**config.mk**
```make
export PLATFORM = sky130hd
export DESIGN_NAME = twowire_bit_engine
export DESIGN_NICKNAME = d
export VERILOG_FILES = /design/src/rtl/twowire_bit_engine.sv
export SDC_FILE = /design/constraint.sdc
export NUM_CORES = 1
export LEC_CHECK = 0
export BUFFER_PORTS_ARGS = -buffer_cell sky130_fd_sc_hd__buf_2
export CORE_MARGIN = 2
export CORE_UTILIZATION = 50
export CTS_BUF_LIST = sky130_fd_sc_hd__clkbuf_8
export DETAILED_ROUTE_END_ITERATION = 10
export PLACE_DENSITY_LB_ADDON = 0.25
export SLEW_MARGIN = 10
export SYNTH_ARGS = -nofsm -noshare
export SYNTH_HDL_FRONTEND = slang
export SYNTH_SLANG_ARGS = --single-unit
```
**constraint.sdc**
```tcl
create_clock -name clk -period 2.7 [get_ports clk]
set_input_delay 0.135 -clock clk [delete_from_list [all_inputs] [get_ports clk]]
set_output_delay 0.135 -clock clk [all_outputs]
set_load 0.01 [all_outputs]
```
**src/rtl/twowire_bit_engine.sv**
```systemverilog
module twowire_bit_engine #(
  parameter int CLK_HZ     = 100_000_000,
  parameter int LOW_US     = 2,
  parameter int SETUP_US   = 1,
  parameter int BUF_US     = 60,
  parameter int STRETCH_US = 1000
) (
  input  logic       clk,
  input  logic       rst_n,
  input  logic       cmd_valid,
  input  logic [1:0] cmd_op,
  input  logic       cmd_last,
  input  logic [7:0] cmd_wdata,
  output logic       busy,
  output logic       done,
  output logic [7:0] rdata,
  output logic       ack,
  output logic       err,
  input  logic       scl_in,
  input  logic       sda_in,
  output logic       scl_oe,
  output logic       sda_oe
);
  localparam int TPU       = (CLK_HZ / 1_000_000 < 1) ? 1 : CLK_HZ / 1_000_000;
  localparam int T_LOW     = (LOW_US * TPU < 1) ? 1 : LOW_US * TPU;
  localparam int T_SETUP   = (SETUP_US * TPU < 1) ? 1 : SETUP_US * TPU;
  localparam int T_BUF     = (BUF_US * TPU < 1) ? 1 : BUF_US * TPU;
  localparam int T_STRETCH = (STRETCH_US * TPU < 1) ? 1 : STRETCH_US * TPU;
  localparam int TW        = $clog2(T_STRETCH + T_BUF + T_LOW + 2) + 1;
  localparam logic [TW-1:0] LD_LOW     = TW'(T_LOW - 1);
  localparam logic [TW-1:0] LD_SETUP   = TW'(T_SETUP - 1);
  localparam logic [TW-1:0] LD_BUF     = TW'(T_BUF - 1);
  localparam logic [TW-1:0] LD_STRETCH = TW'(T_STRETCH - 1);
  localparam logic [TW-1:0] MIN_LOW    = TW'(T_LOW);
  localparam logic [TW-1:0] RUN_MAX    = {TW{1'b1}};

  localparam logic [1:0] OP_START = 2'b00;
  localparam logic [1:0] OP_STOP  = 2'b01;
  localparam logic [1:0] OP_WRITE = 2'b10;
  localparam logic [1:0] OP_READ  = 2'b11;

  typedef enum logic [2:0] {U_SDA_REL, U_SDA_LOW, U_SCL_HI, U_SCL_SMP, U_SCL_LO, U_BUF, U_END} uop_t;
  typedef enum logic [1:0] {S_IDLE, S_OP, S_WAIT, S_RISE} st_t;

  st_t           st;
  uop_t          uop;
  logic [1:0]    op_q;
  logic          last_q;
  logic [7:0]    sreg;
  logic [2:0]    bitcnt;
  logic [3:0]    step;
  logic [TW-1:0] tmr;
  logic          scl_oe_q, sda_oe_q, done_q, ack_q, err_q;
  logic [7:0]    rdata_q;
  logic          scl_m, scl_s, sda_m, sda_s;
  logic          loop_back;

  assign busy   = (st != S_IDLE);
  assign done   = done_q;
  assign rdata  = rdata_q;
  assign ack    = ack_q;
  assign err    = err_q;
  assign scl_oe = scl_oe_q;
  assign sda_oe = sda_oe_q;

  assign loop_back = op_q[1] && (step == 4'd2) && (bitcnt != 3'd0);

  always_ff @(posedge clk or negedge rst_n)
    if (!rst_n) {scl_m, scl_s, sda_m, sda_s} <= 4'b1111;
    else        {scl_m, scl_s, sda_m, sda_s} <= {scl_in, scl_m, sda_in, sda_m};

  always_comb begin
    uop = U_END;
    unique case (op_q)
      OP_START:
        case (step)
          4'd0: uop = U_SDA_REL;
          4'd1: uop = U_SCL_HI;
          4'd2: uop = U_SDA_LOW;
          4'd3: uop = U_SCL_LO;
          default: uop = U_END;
        endcase
      OP_STOP:
        case (step)
          4'd0: uop = U_SCL_LO;
          4'd1: uop = U_SDA_LOW;
          4'd2: uop = U_SCL_HI;
          4'd3: uop = U_SDA_REL;
          4'd4: uop = U_BUF;
          default: uop = U_END;
        endcase
      OP_WRITE:
        case (step)
          4'd0: uop = sreg[7] ? U_SDA_REL : U_SDA_LOW;
          4'd1: uop = U_SCL_HI;
          4'd2: uop = U_SCL_LO;
          4'd3: uop = U_SDA_REL;
          4'd4: uop = U_SCL_SMP;
          4'd5: uop = U_SCL_LO;
          default: uop = U_END;
        endcase
      default:
        if (step == 4'd0)      uop = U_SDA_REL;
        else if (step == 4'd1) uop = U_SCL_SMP;
        else if (step == 4'd2) uop = U_SCL_LO;
        else if (!last_q)
          case (step)
            4'd3: uop = U_SDA_LOW;
            4'd4: uop = U_SCL_HI;
            4'd5: uop = U_SCL_LO;
            4'd6: uop = U_SDA_REL;
            default: uop = U_END;
          endcase
        else
          case (step)
            4'd3: uop = U_SCL_HI;
            4'd4: uop = U_SCL_LO;
            4'd5: uop = U_SDA_LOW;
            4'd6: uop = U_SCL_HI;
            4'd7: uop = U_SDA_REL;
            4'd8: uop = U_BUF;
            default: uop = U_END;
          endcase
    endcase
  end

  always_ff @(posedge clk or negedge rst_n) begin
    if (!rst_n) begin
      st       <= S_IDLE;
      op_q     <= OP_START;
      last_q   <= 1'b0;
      sreg     <= '0;
      bitcnt   <= '0;
      step     <= '0;
      tmr      <= '0;
      scl_oe_q <= 1'b0;
      sda_oe_q <= 1'b0;
      done_q   <= 1'b0;
      ack_q    <= 1'b0;
      err_q    <= 1'b0;
      rdata_q  <= '0;
    end else begin
      done_q <= 1'b0;
      unique case (st)
        S_IDLE:
          if (cmd_valid) begin
            op_q   <= cmd_op;
            last_q <= cmd_last;
            sreg   <= cmd_wdata;
            bitcnt <= 3'd7;
            step   <= '0;
            err_q  <= 1'b0;
            if (cmd_op == OP_WRITE) ack_q <= 1'b0;
            st     <= S_OP;
          end
        S_OP:
          unique case (uop)
            U_SDA_REL: begin sda_oe_q <= 1'b0; tmr <= LD_SETUP; st <= S_WAIT; end
            U_SDA_LOW: begin sda_oe_q <= 1'b1; tmr <= LD_SETUP; st <= S_WAIT; end
            U_SCL_LO:  begin scl_oe_q <= 1'b1; tmr <= LD_LOW;   st <= S_WAIT; end
            U_SCL_HI, U_SCL_SMP: begin scl_oe_q <= 1'b0; tmr <= LD_STRETCH; st <= S_RISE; end
            U_BUF:     begin tmr <= LD_BUF; st <= S_WAIT; end
            default: begin
              done_q <= 1'b1;
              if (op_q == OP_READ) rdata_q <= sreg;
              st <= S_IDLE;
            end
          endcase
        S_WAIT:
          if (tmr != '0) tmr <= tmr - 1'b1;
          else begin
            st <= S_OP;
            if (loop_back) begin
              bitcnt <= bitcnt - 3'd1;
              if (op_q == OP_WRITE) begin
                step <= 4'd0;
                sreg <= {sreg[6:0], 1'b0};
              end else step <= 4'd1;
            end else step <= step + 4'd1;
          end
        default:
          if (scl_s) begin
            if (uop == U_SCL_SMP) begin
              if (op_q == OP_READ) sreg <= {sreg[6:0], sda_s};
              else                 ack_q <= ~sda_s;
            end
            tmr <= LD_SETUP;
            st  <= S_WAIT;
          end else if (tmr == '0) begin
            scl_oe_q <= 1'b0;
            sda_oe_q <= 1'b0;
            err_q    <= 1'b1;
            done_q   <= 1'b1;
            st       <= S_IDLE;
          end else tmr <= tmr - 1'b1;
      endcase
    end
  end

  logic [TW-1:0] low_run;
  always_ff @(posedge clk or negedge rst_n)
    if (!rst_n)        low_run <= '0;
    else if (scl_oe_q) low_run <= (low_run == RUN_MAX) ? low_run : low_run + 1'b1;
    else               low_run <= '0;

  p_scl_low_hold_r2: assert property (@(posedge clk) disable iff (!rst_n)
    $fell(scl_oe_q) |-> (low_run >= MIN_LOW));

  p_done_single_r11: assert property (@(posedge clk) disable iff (!rst_n)
    done_q |=> !done_q);

  p_accept_busy_r11: assert property (@(posedge clk) disable iff (!rst_n)
    (!busy && cmd_valid) |=> busy);

  p_abort_release_r12: assert property (@(posedge clk) disable iff (!rst_n)
    (done_q && err_q) |-> (!scl_oe_q && !sda_oe_q));

  p_abort_cause_r3: assert property (@(posedge clk) disable iff (!rst_n)
    (done_q && err_q) |-> $past(!scl_s));
endmodule

```
==> reports/qor_table.md, run 1 <==
| Group | Result | Reported |
| --- | --- | --- |
| worst setup path | Worst Reg-to-Reg Cells | 10 |
| route | DRC Markers | 0 |
| power | VDD IR-drop max | 712 µV |
| job | Max-capacitance violation count | 0 |
| sta | Smallest setup slack after layout | -0.0304 ns |
| synthesis | Synth warn | 0 |
| power | Post-layout power | 5700 µW |
| worst setup path | Kind of critical path | flip-flop to flip-flop |
| clocking | Sinks on the clock net | 55 |
| synthesis | Syn Area/Cell | 9.09 µm² |
| layout | Number of standard cells in the final layout excluding fillers | 534 |
| sta | Total of endpoints with negative setup slack in the final report | 8 |
| layout | Commonest cells after routing, fill and taps aside | sky130_fd_sc_hd__dfrtp_1, sky130_fd_sc_hd__buf_4, sky130_fd_sc_hd__buf_2, sky130_fd_sc_hd__nand2_1, sky130_fd_sc_hd__o21ai_0 |
| power | Ratio of total power to cell area | 1290 nW/µm² |
| grt | GRT Total Usage | 24.2% |
| placement | Buffers added on ports | 29 |
| route | Count of vias placed by the detailed router | 3300 |
| die | Top-level port count | 30 |
| worst setup path | Reg-to-reg critical path endpoint | sreg[1] |
| worst setup path | Worst flop-to-flop path startpoint | step[1] |
| grt | Wire length of the first global-routing pass | 14600 µm |
| power | Total leakage power | 0.00199 µW |
| route | Routed wire length | 9060 µm |
| layout | Fraction of final layout cells with drive strength greater than 1 | 34.4% |
| layout | Final core occ | 65.8% |
| die | Die Width | 86.9 µm |
| sta | Final count of hold timing violations | 0 |
| synthesis | Number of synthesized flops with an enable pin | 0 |
| synthesis | Share of the yosys chip area belonging to registers | 40.2% |
| clocking | Root buffer cell | sky130_fd_sc_hd__clkbuf_8 |
| route | WL per Instance | 17.0 µm |
| worst setup path | Element type at the critical path start | flip-flop |
| placement | Estimated wirelength of the detail-placed design | 6220 µm |
| grt | Largest net degree at the start of global routing | 36 |
| sta | Final worst path period need | 2.73 ns |
| synthesis | Synthesis-stage register bit count | 55 |
| grt | Total overflow reported by the global router | 0 |
| grt | Antenna violations before repair | 0 |
| sta | Unrepaired setup endpoints after global routing | true |
| die | Core region area | 6720 µm² |
| worst setup path | Setup slack of the most critical reg-to-reg path | -0.03 ns |
| layout | Filler cell count | 547 |
| route | Remaining number of nets flagged by the antenna check after routing | 0 |
| min path | Tightest Hold Check Type | primary input to flip-flop |
| die | Starting utilization of the core area | 51.2% |
| run status | Violations in the final reports | setup timing |
| sta | Post-route clock skew | 0.0106 ns |
| clocking | CTS tree | done |
| die | Die extent in y | 86.9 µm |
| placement | Total cell area at the placement stage | 4000 µm² |
| sta | Final critical-path share of the clock period | 101% |
| worst setup path | Data arrival time of the worst path | 2.95 ns |
| clocking | H-Tree Level Count | 2 |
| sta | FMAX | 0.366 GHz |
| placement | Final weighted congestion in routability-driven placement | 0.907 |
| run status | Run status | complete, but fails checks |
| placement | Cell total after placement | 518 |
| synthesis | Primary flip-flop cell chosen by synthesis mapping | sky130_fd_sc_hd__dfrtp_1 |
| synthesis | Async set or reset register ratio after synthesis | 100% |
| synthesis | Syn nets | 405 |
| die | Std-Cell Rows | 30 |
| sta | Max-slew violations | 0 |
| synthesis | Synth Cell Area | 3440 µm² |
| route | Vias per cell | 6.18 |
| clocking | Clock Path Buffers | 2 |
| route | Number of detailed-routing iterations run before antenna repair | 5 |
| route | Initial drt markers | 177 |
| worst setup path | Type of destination of the critical path | flip-flop |
| die | Area of the die | 7550 µm² |
| layout | Layout Cell Area excl Fill | 4420 µm² |
| clocking | Later-pin clock latency in the skew report | 0.32 ns |
| clocking | Total clock buffers created by CTS | 5 |
| synthesis | Yosys cell types | 58 |
| worst setup path | Maximum net fanout on the critical path | 8 |
| worst setup path | Crit path from | step[1] |
| sta | Rel. slew slack | 45.1% |
| sta | Least-Margin Pin Slew | 0.823 ns |
| worst setup path | Required @ worst endpoint | 2.92 ns |
| worst setup path | CP Capture Point | sreg[1] |
| layout | Area added between synthesis and finish | 28.7% |
| grt | Via count of the first global-routing pass | 3048 |
| layout | Final antenna diode count | 0 |
| clocking | CTS clk-pin slew, worst paths | 0.11 ns |
| synthesis | Gate Count Post-Synth | 378 |
| layout | Net count reported at finish | 480 |
[cell families (layout without fill, tap and decap cells)]
family                   after synthesis  in the layout  share of synthesized area (%)
AND/OR/NAND/NOR                      122            122                           18.7
buffers and inverters                 41            117                           4.51
AO/OA/AOI/OAI                        125            125                           24.9
flip-flops                            55             55                           40.2
multiplexers                          22             22                           7.14
adder cells (fa/ha/maj)               11             11                           4.00
XOR/XNOR                               2              2                          0.510
[cell usage after synthesis, drive strengths merged (2+ instances only)]
library cell	instances	area (µm²)
o21a	5	37.5
mux2i	2	20.0
a221o	3	30.0
o22a	6	52.6
nor3	15	91.3
or4	3	26.3
inv	21	78.8
nand4b	3	26.3
or2	3	18.8
nor4	6	37.5
mux2	20	225
a31oi	5	31.3
o31ai	8	60.1
a22oi	3	22.5
o21ai	33	165
a22o	14	123
nand4	5	31.3
clkbuf	19	71.3
nor2	28	105
nand3	4	20.0
nand3b	3	22.5
nand2	30	113
or3	3	23.8
a32oi	2	17.5
and2	4	25.0
a311oi	2	17.5
ha	11	138
o22ai	4	25.0
a21oi	22	110
o2111ai	4	35.0
xnor2	2	17.5
dfrtp	51	1280
a211oi	3	22.5
dfstp	4	105
nor2b	5	31.3
and3	3	18.8
nand2b	3	18.8
[through the flow]
step	setup TNS [ns]	hold slack, ns	setup WS, ns
after CTS	0	0.0413	0.000557
final	-0.110	0.0480	-0.0304
after detailed placement	-0.627	0.242	-0.0819
after global placement	-0.391	0.240	-0.0493
after floorplan	0	-0.161	0.00575
after global routing	-0.670	0.0376	-0.0827
[power by group]
part | switching (µW) | internal (µW)
Combinational | 2090 | 1780
Clock | 292 | 191
Sequential | 243 | 1100
Total | 2630 | 3070
[flip-flops by register name (all words and copies together) (netlist names), 2 cells and up]
name,count
op_q,2
bitcnt,3
rdata,8
sreg,8
step,4
tmr,18
st,2
[metal layers]
metal,share of wire [%],vias up,global-route usage [%]
met4,1.7,0,7.10
met3,4.2,15,3.22
li1,-,1582,-
met5,0,-,0
met2,48,96,38.0
met1,46,1607,35.2
[critical path, stage by stage, from the launching register on]
cell                       delay [ns]
sky130_fd_sc_hd__dfrtp_2         0.49
sky130_fd_sc_hd__ha_4            0.21
sky130_fd_sc_hd__buf_6           0.13
sky130_fd_sc_hd__or4_4           0.49
sky130_fd_sc_hd__a31oi_4         0.22
sky130_fd_sc_hd__a31oi_4         0.07
sky130_fd_sc_hd__and2_4          0.21
sky130_fd_sc_hd__a311oi_4        0.30
sky130_fd_sc_hd__nor3_4          0.08
sky130_fd_sc_hd__buf_12          0.15
sky130_fd_sc_hd__mux2_4          0.29
[worst min path at each step]
stage             start     end  slack [ns]  depth (start not counted)
3_3_place_gp     sda_in   sda_m        0.24                          1
3_5_place_dp     sda_in   sda_m        0.24                          1
5_1_grt        cmd_last  last_q        0.04                          2
2_1_floorplan     rst_n     ack       -0.16                          0
4_1_cts        cmd_last  last_q        0.04                          2
6_report       cmd_last  last_q        0.05                          2
[what timing repair did]
action / 4_1_cts / 5_1_grt
setup buffers: 3 / 3
resized for setup: 12 / 44
pin swaps: 5 / 16
endpoints found under the hold margin: 33 / 0
hold buffers: 3 / 0
endpoints found under the setup margin: 12 / 44
[area by class of cell]
type / instances / area [µm²] / share of cell area [%]
inverters: 21 / 83.8 / 1.90
repair buffers: 88 / 634 / 14.3
clock inverters: 3 / 26.3 / 0.594
clock buffers: 5 / 68.8 / 1.56
multi-input cells: 282 / 2130 / 48.1
flip-flops and latches: 55 / 1380 / 31.3
well taps: 80 / 100 / 2.26
Power figures use the tool's default switching activity.
==> run 2: changes to the inputs <==
CORE_UTILIZATION = 56   (was 50)
==> reports/qor_table.md, run 2 (same netlist as run 1, synthesis figures left out) <==
| Group | Result | Reported | Delta |
| --- | --- | --- | --- |
| run status | Run status | complete, but fails checks |  |
| run status | Violations in the final reports | setup timing |  |
| sta | Rel. slew slack | 59.7% | +15 points |
| clocking | Later-pin clock latency in the skew report | 0.33 ns | about the same |
| min path | Worst hold stages | 2 | unchanged |
| grt | Largest net degree at the start of global routing | 42 | +17% |
| placement | Buffers added on ports | 29 | unchanged |
| clocking | H-Tree Level Count | 2 | unchanged |
| placement | Estimated wirelength of the detail-placed design | 6200 µm | -0.34% |
| grt | Wire length of the first global-routing pass | 14600 µm | -0.29% |
| sta | Least-Margin Pin Slew | 0.597 ns | -0.225 ns |
| power | Ratio of total power to cell area | 1310 nW/µm² | +1.7% |
| die | Top-level port count | 30 | unchanged |
| worst setup path | Setup slack of the most critical reg-to-reg path | -0.05 ns | -0.02 ns |
| route | Vias per cell | 6.33 | +2.5% |
| min path | Sink of the worst hold path | op_q[0] |  |
| power | Total leakage power | 0.00196 µW | -1.6% |
| grt | Antenna violations before repair | 0 | unchanged |
| placement | Worst slack, placed | -0.0959 ns | -0.0139 ns |
| route | Number of detailed-routing iterations run before antenna repair | 5 | unchanged |
| sta | Final count of hold timing violations | 0 | unchanged |
| min path | Worst hold start | cmd_op[0] |  |
| min path | Tightest Hold Check Type | primary input to flip-flop |  |
| placement | Total cell area at the placement stage | 3910 µm² | -2.0% |
| layout | Largest register by flop count | tmr |  |
| placement | Final weighted congestion in routability-driven placement | 0.928 | +2.3% |
| route | WL per Instance | 17.7 µm | +4.5% |
| layout | Net count reported at finish | 473 | -1.5% |
| worst setup path | Maximum net fanout on the critical path | 11 | +3 |
| sta | Total Neg Setup Slack | -0.297 ns | -0.187 ns |
| sta | Final worst path period need | 2.75 ns | +0.0232 ns |
| power | Share of power burned in the clock network | 9.0% | +0.5 points |
| clocking | CTS clk-pin slew, worst paths | 0.11 ns | about the same |
| worst setup path | Worst Reg-to-Reg Cells | 12 | +2 |
| clocking | Total clock buffers created by CTS | 5 | unchanged |
| die | Core region area | 5920 µm² | -12% |
| sta | Total of endpoints with negative setup slack in the final report | 8 | unchanged |
| die | Std-Cell Rows | 28 | -6.7% |
| placement | Cell total after placement | 503 | -2.9% |
| power | Switch share | 47.1% | +1.0 points |
| clocking | Root buffer cell | sky130_fd_sc_hd__clkbuf_8 |  |
| route | Routed wire length | 9250 µm | +2.1% |
| worst setup path | Cells along the critical path | inv_2 > ha_4 > buf_6 > nor2_1 > a21oi_1 > o2111a_1 > a311oi_2 > buf_4 > a311oi_4 > nor3_4 > buf_6 > mux2_2 |  |
| sta | Smallest setup slack after layout | -0.0536 ns | -0.0232 ns |
| layout | Area added between synthesis and finish | 26.0% |  |
| route | Remaining number of nets flagged by the antenna check after routing | 0 | unchanged |
| sta | Unrepaired setup endpoints after global routing | true |  |
| clocking | CTS tree | done |  |
| die | Area of the die | 6780 µm² | -10% |
| route | Initial drt markers | 317 | +79% |
| route | Count of vias placed by the detailed router | 3306 | +0.18% |
| sta | Final critical-path share of the clock period | 102% | +0.86 points |
| power | VDD IR-drop max | 1090 µV | +53% |
| worst setup path | Required @ worst endpoint | 2.92 ns | about the same |
| power | Switching power summed over all nets | 2670 µW | +1.8% |
| worst setup path | Worst flop-to-flop path startpoint | step[0] |  |
| layout | Commonest cells after routing, fill and taps aside | sky130_fd_sc_hd__dfrtp_1, sky130_fd_sc_hd__buf_4, sky130_fd_sc_hd__o21ai_0, sky130_fd_sc_hd__nand2_1, sky130_fd_sc_hd__buf_2 |  |
| worst setup path | Reg-to-reg critical path endpoint | sreg[0] |  |
| layout | Final core occ | 73.1% | +7.3 points |
| layout | Number of standard cells in the final layout excluding fillers | 522 | -2.2% |
| job | Max-capacitance violation count | 0 | unchanged |
| grt | Via count of the first global-routing pass | 3019 | -0.95% |
| layout | Fraction of final layout cells with drive strength greater than 1 | 32.4% | -1.9 points |
| layout | Multi-input gate area in the final layout | 2090 µm² | -1.5% |
| die | Die Width | 82.3 µm | -5.3% |
| sta | Post-route clock skew | 0.00876 ns | -0.00184 ns |
| layout | Most common library cell in the layout ignoring fill and taps | sky130_fd_sc_hd__dfrtp_1 |  |
| sta | Max-slew violations | 0 | unchanged |
| sta | FMAX | 0.363 GHz | -0.84% |
| worst setup path | Library cell contributing the largest single delay on the critical path | sky130_fd_sc_hd__dfrtp_1 |  |
| power | Portion of total power attributed to sequential cells | 24.0% | +0.5 points |
| layout | Total area of sequential cells | 1380 µm² | about the same |
| layout | Filler cell count | 412 | -25% |
| clocking | Clock Path Buffers | 2 | unchanged |
| grt | GRT Total Usage | 28.0% | +3.8 points |
| worst setup path | Data arrival time of the worst path | 2.98 ns | +0.03 ns |
| die | Starting utilization of the core area | 58.1% | +6.9 points |
| layout | Layout Cell Area excl Fill | 4330 µm² | -2.1% |
| layout | Largest register FFs | 18 | unchanged |
| worst setup path | Highest cell delay on the worst timing path | 0.45 ns | -0.04 ns |
| layout | Final antenna diode count | 0 | unchanged |
| route | DRC Markers | 0 | unchanged |
| power | Internal power contribution | 3000 µW | -2.4% |
| power | Portion of total power attributed to combinational logic | 67.1% | -0.9 points |
| die | Die extent in y | 82.3 µm | -5.3% |
| worst setup path | Kind of critical path | flip-flop to flip-flop |  |
| worst setup path | Type of destination of the critical path | flip-flop |  |
| worst setup path | Most numerous cell on the critical path | sky130_fd_sc_hd__buf_6 |  |
| grt | Total overflow reported by the global router | 0 | unchanged |
| worst setup path | Element type at the critical path start | flip-flop |  |
| clocking | Sinks on the clock net | 55 | unchanged |
## run 2: cell types whose count changed in the layout (fill, tap and decap cells not counted), sizes merged
cell / delta
buf: -7
clkinv: -1
inv: +1
## run 2: worst max path at each step
stage,from,end,slack (ns),depth (start not counted)
6_report,step[0],sreg[0],-0.05,12
5_1_grt,step[0],sreg[3],-0.13,12
4_1_cts,tmr[9],sreg[0],-0.01,8
3_5_place_dp,tmr[0],sreg[3],-0.1,10
3_3_place_gp,tmr[9],sreg[1],-0.05,7
2_1_floorplan,tmr[9],sreg[0],0.006,7
## run 2: layout make-up
class | count | share of cell area [%]
multi-input cells | 282 | 48.3
flip-flops and latches | 55 | 31.9
repair buffers | 81 | 13.4
well taps | 75 | 2.17
inverters | 21 | 1.82
clock buffers | 5 | 1.59
clock inverters | 3 | 0.722
## run 2: repair_timing
action	in CTS	in global routing
resized for setup	16	30
setup buffers	4	4
hold buffers	3	0
pin swaps	3	7
endpoints found under the setup margin	11	37
hold endpoints to repair	16	0
## run 2: power groups by stage
stage	clock network [µW]	logic, µW	registers [µW]
2_1_floorplan	0	2180	1280
3_3_place_gp	0	3030	1340
3_5_place_dp	0	3140	1350
4_1_cts	524	3360	1340
5_1_grt	548	4110	1400
6_report	508	3800	1360
## run 2: layer usage
| layer | part of all wire [%] | GRT usage (%) |
|---|---|---|
| met5 | 0 | 0 |
| met4 | 1.1 | 6.33 |
| met3 | 6.2 | 5.33 |
| met2 | 49 | 47.2 |
| met1 | 44 | 37.5 |
## run 2: through the flow
| stage | hold WS [ns] | total power (µW) |
|---|---|---|
| 2_1_floorplan | -0.161 | 3470 |
| 3_3_place_gp | 0.0456 | 4370 |
| 3_5_place_dp | 0.0590 | 4490 |
| 4_1_cts | 0.0395 | 5220 |
| 5_1_grt | 0.0470 | 6050 |
| 6_report | 0.0423 | 5670 |
## run 2: critical path, delay by kind of cell, from the launching register on
family | cells | cell delay [ns]
compound gates | 4 | 0.79
buf+inv | 4 | 0.57
mux | 1 | 0.33
fa+ha+maj | 1 | 0.17
flops | 1 | 0.45
simple gates | 2 | 0.33
==> run 3: changes to the inputs <==
==> constraint.sdc (replaced) <==
create_clock -name clk -period 2.7 [get_ports clk]
set_input_delay 0.27 -clock clk [delete_from_list [all_inputs] [get_ports clk]]
set_output_delay 0.27 -clock clk [all_outputs]
set_load 0.01 [all_outputs]
==> reports/qor_table.md, run 3 (same netlist as run 1, synthesis figures left out) <==
| Group | Result | Reported | Delta |
| --- | --- | --- | --- |
| run status | Run status | complete, but fails checks |  |
| run status | Violations in the final reports | setup timing |  |
| layout | Commonest cells after routing, fill and taps aside | sky130_fd_sc_hd__dfrtp_1, sky130_fd_sc_hd__buf_4, sky130_fd_sc_hd__o21ai_0, sky130_fd_sc_hd__buf_2, sky130_fd_sc_hd__nand2_1 |  |
| sta | Final critical-path share of the clock period | 104% | +2.0 points |
| clocking | Sinks on the clock net | 55 | unchanged |
| power | Ratio of total power to cell area | 1310 nW/µm² | +0.13% |
| min path | Tightest Hold Check Type | primary input to flip-flop |  |
| route | Remaining number of nets flagged by the antenna check after routing | 0 | unchanged |
| die | Die extent in y | 82.3 µm | unchanged |
| sta | Least-Margin Pin Slew | 0.628 ns | +0.0302 ns |
| placement | Buffers added on ports | 29 | unchanged |
| die | Area of the die | 6780 µm² | unchanged |
| layout | Area added between synthesis and finish | 27.3% |  |
| worst setup path | Worst Reg-to-Reg Cells | 11 | -1 |
| worst setup path | Element type at the critical path start | flip-flop |  |
| route | Routed wire length | 9330 µm | +0.88% |
| worst setup path | Type of destination of the critical path | flip-flop |  |
| route | Count of vias placed by the detailed router | 3341 | +1.1% |
| clocking | Root buffer cell | sky130_fd_sc_hd__clkbuf_8 |  |
| layout | Largest register FFs | 18 | unchanged |
| clocking | H-Tree Level Count | 2 | unchanged |
| sta | Unrepaired setup endpoints after global routing | true |  |
| die | Std-Cell Rows | 28 | unchanged |
| power | Portion of total power attributed to sequential cells | 23.7% | -0.3 points |
| worst setup path | Worst flop-to-flop path startpoint | step[1] |  |
| route | DRC Markers | 0 | unchanged |
| power | Share of power burned in the clock network | 8.6% | -0.4 points |
| layout | Final antenna diode count | 0 | unchanged |
| route | WL per Instance | 17.7 µm | -0.27% |
| sta | Max-slew violations | 0 | unchanged |
| die | Starting utilization of the core area | 58.1% | unchanged |
| sta | Total Neg Setup Slack | -0.765 ns | -0.469 ns |
| clocking | CTS clk-pin slew, worst paths | 0.11 ns | about the same |
| worst setup path | Data arrival time of the worst path | 3.03 ns | +0.05 ns |
| worst setup path | Maximum net fanout on the critical path | 14 | +3 |
| min path | Worst hold stages | 1 | -1 |
| sta | Final worst path period need | 2.81 ns | +0.0536 ns |
| route | Initial drt markers | 213 | -33% |
| clocking | CTS tree | done |  |
| route | Vias per cell | 6.33 | about the same |
| grt | Largest net degree at the start of global routing | 43 | +2.4% |
| clocking | Clock Path Buffers | 2 | unchanged |
| die | Top-level port count | 30 | unchanged |
| layout | Number of standard cells in the final layout excluding fillers | 528 | +1.1% |
| grt | GRT Total Usage | 28.4% | +0.33 points |
| min path | Sink of the worst hold path | scl_m |  |
| power | Switch share | 46.8% | -0.36 points |
| placement | Cell total after placement | 503 | unchanged |
| layout | Filler cell count | 430 | +4.4% |
| layout | Fraction of final layout cells with drive strength greater than 1 | 34.7% | +2.2 points |
| route | Number of detailed-routing iterations run before antenna repair | 5 | unchanged |
| sta | Final count of hold timing violations | 0 | unchanged |
| sta | Smallest setup slack after layout | -0.107 ns | -0.0536 ns |
| power | Total leakage power | 0.00198 µW | +1.0% |
| clocking | Total clock buffers created by CTS | 5 | unchanged |
| job | Max-capacitance violation count | 0 | unchanged |
| power | Internal power contribution | 3050 µW | +1.8% |
| die | Core region area | 5920 µm² | unchanged |
| die | Die Width | 82.3 µm | unchanged |
| worst setup path | Reg-to-reg critical path endpoint | sreg[5] |  |
| layout | Net count reported at finish | 479 | +1.3% |
| worst setup path | Kind of critical path | flip-flop to flip-flop |  |
| grt | Via count of the first global-routing pass | 3088 | +2.3% |
| layout | Largest register by flop count | tmr |  |
| layout | Most common library cell in the layout ignoring fill and taps | sky130_fd_sc_hd__dfrtp_1 |  |
| placement | Final weighted congestion in routability-driven placement | 0.944 | +1.7% |
| power | Portion of total power attributed to combinational logic | 67.6% | +0.5 points |
| sta | Rel. slew slack | 57.7% | -2.0 points |
| worst setup path | Setup slack of the most critical reg-to-reg path | -0.11 ns | -0.05 ns |
| grt | Total overflow reported by the global router | 0 | unchanged |
| sta | Total of endpoints with negative setup slack in the final report | 8 | unchanged |
| placement | Estimated wirelength of the detail-placed design | 6150 µm | -0.75% |
| grt | Antenna violations before repair | 0 | unchanged |
| sta | Post-route clock skew | 0.0101 ns | +0.00136 ns |
| power | Switching power summed over all nets | 2680 µW | +0.37% |
| worst setup path | Required @ worst endpoint | 2.92 ns | about the same |
| min path | Worst hold start | scl_in |  |
| sta | FMAX | 0.356 GHz | -1.9% |
| power | VDD IR-drop max | 783 µV | -28% |
| clocking | Later-pin clock latency in the skew report | 0.32 ns | about the same |
| grt | Wire length of the first global-routing pass | 14700 µm | +0.76% |
[run 3: changes by cell type in the layout (fill, tap and decap cells not counted), moves of 2 or more]
cell,change
sky130_fd_sc_hd__buf_6,+4
sky130_fd_sc_hd__mux2_2,+3
sky130_fd_sc_hd__mux2_4,-3
sky130_fd_sc_hd__dlygate4sd3_1,-2
sky130_fd_sc_hd__buf_4,+5
sky130_fd_sc_hd__clkinv_4,+2
sky130_fd_sc_hd__o21ai_0,-2
[run 3: layout make-up]
type	count	area, µm²	area share, %
clock buffer	5	68.8	1.57
clock inverter	3	28.8	0.658
multi-input combinational	282	2090	47.8
sequential	55	1380	31.6
inverter	21	78.8	1.80
tap	75	93.8	2.15
timing repair buffer	87	629	14.4
[run 3: metal layers]
| layer | up-vias | GRT usage (%) | wire length (µm) |
|---|---|---|---|
| met5 | - | 0 | 0 |
| met4 | 0 | 9.33 | 224 |
| met3 | 23 | 4.89 | 622 |
| met2 | 147 | 45.6 | 4460 |
| met1 | 1615 | 38.9 | 4030 |
| li1 | 1556 | - | - |
[run 3: worst max-delay path by stage]
| stage | startpoint | to | slack (ns) |
|---|---|---|---|
| after floorplan | tmr[9] | sreg[0] | 0.006 |
| after global placement | tmr[9] | sreg[1] | -0.05 |
| after detailed placement | step[1] | sreg[2] | -0.13 |
| after CTS | step[1] | sreg[2] | 0.003 |
| after global routing | step[1] | sreg[7] | -0.21 |
| final | step[1] | sreg[5] | -0.11 |
[run 3: power groups by stage]
stage / sequential, µW / clock (µW) / combinational (µW)
4_1_cts: 1330 / 509 / 3560
2_1_floorplan: 1280 / 0 / 2180
3_3_place_gp: 1340 / 0 / 3030
3_5_place_dp: 1350 / 0 / 3120
6_report: 1360 / 496 / 3880
5_1_grt: 1400 / 532 / 4190
[run 3: per-stage QoR]
stage	instance area, µm²	hold WS, ns	power, µW	worst slack, ns	util, %
2_1_floorplan	3440	-0.0256	3470	0.00575	-
3_3_place_gp	3910	0.171	4370	-0.0527	66.1
3_5_place_dp	3910	0.176	4470	-0.130	66.1
4_1_cts	4240	0.0243	5410	0.00278	71.6
5_1_grt	4370	0.0147	6120	-0.214	73.9
6_report	4370	0.0311	5740	-0.107	73.9
[run 3: worst max-delay path, cell delays in order (launching register included)]
cell and delay [ns]:
sky130_fd_sc_hd__dfrtp_2 0.48, sky130_fd_sc_hd__inv_2 0.11, sky130_fd_sc_hd__ha_2 0.20, sky130_fd_sc_hd__buf_6 0.16, sky130_fd_sc_hd__inv_1 0.08, sky130_fd_sc_hd__a2111oi_0 0.48
sky130_fd_sc_hd__o21ai_1 0.19, sky130_fd_sc_hd__nand2_1 0.19, sky130_fd_sc_hd__a311oi_4 0.13, sky130_fd_sc_hd__nor3_4 0.23, sky130_fd_sc_hd__buf_6 0.16, sky130_fd_sc_hd__mux2_2 0.33
[run 3: timing repair]
item                       in CTS  in global routing
resized for setup              25                 29
setup buffers                  14                  2
pin swaps                       7                 10
setup endpoints to repair      13                 39
cloned                          0                  0
hold endpoints to repair       13                  0
hold buffers                    1                  0
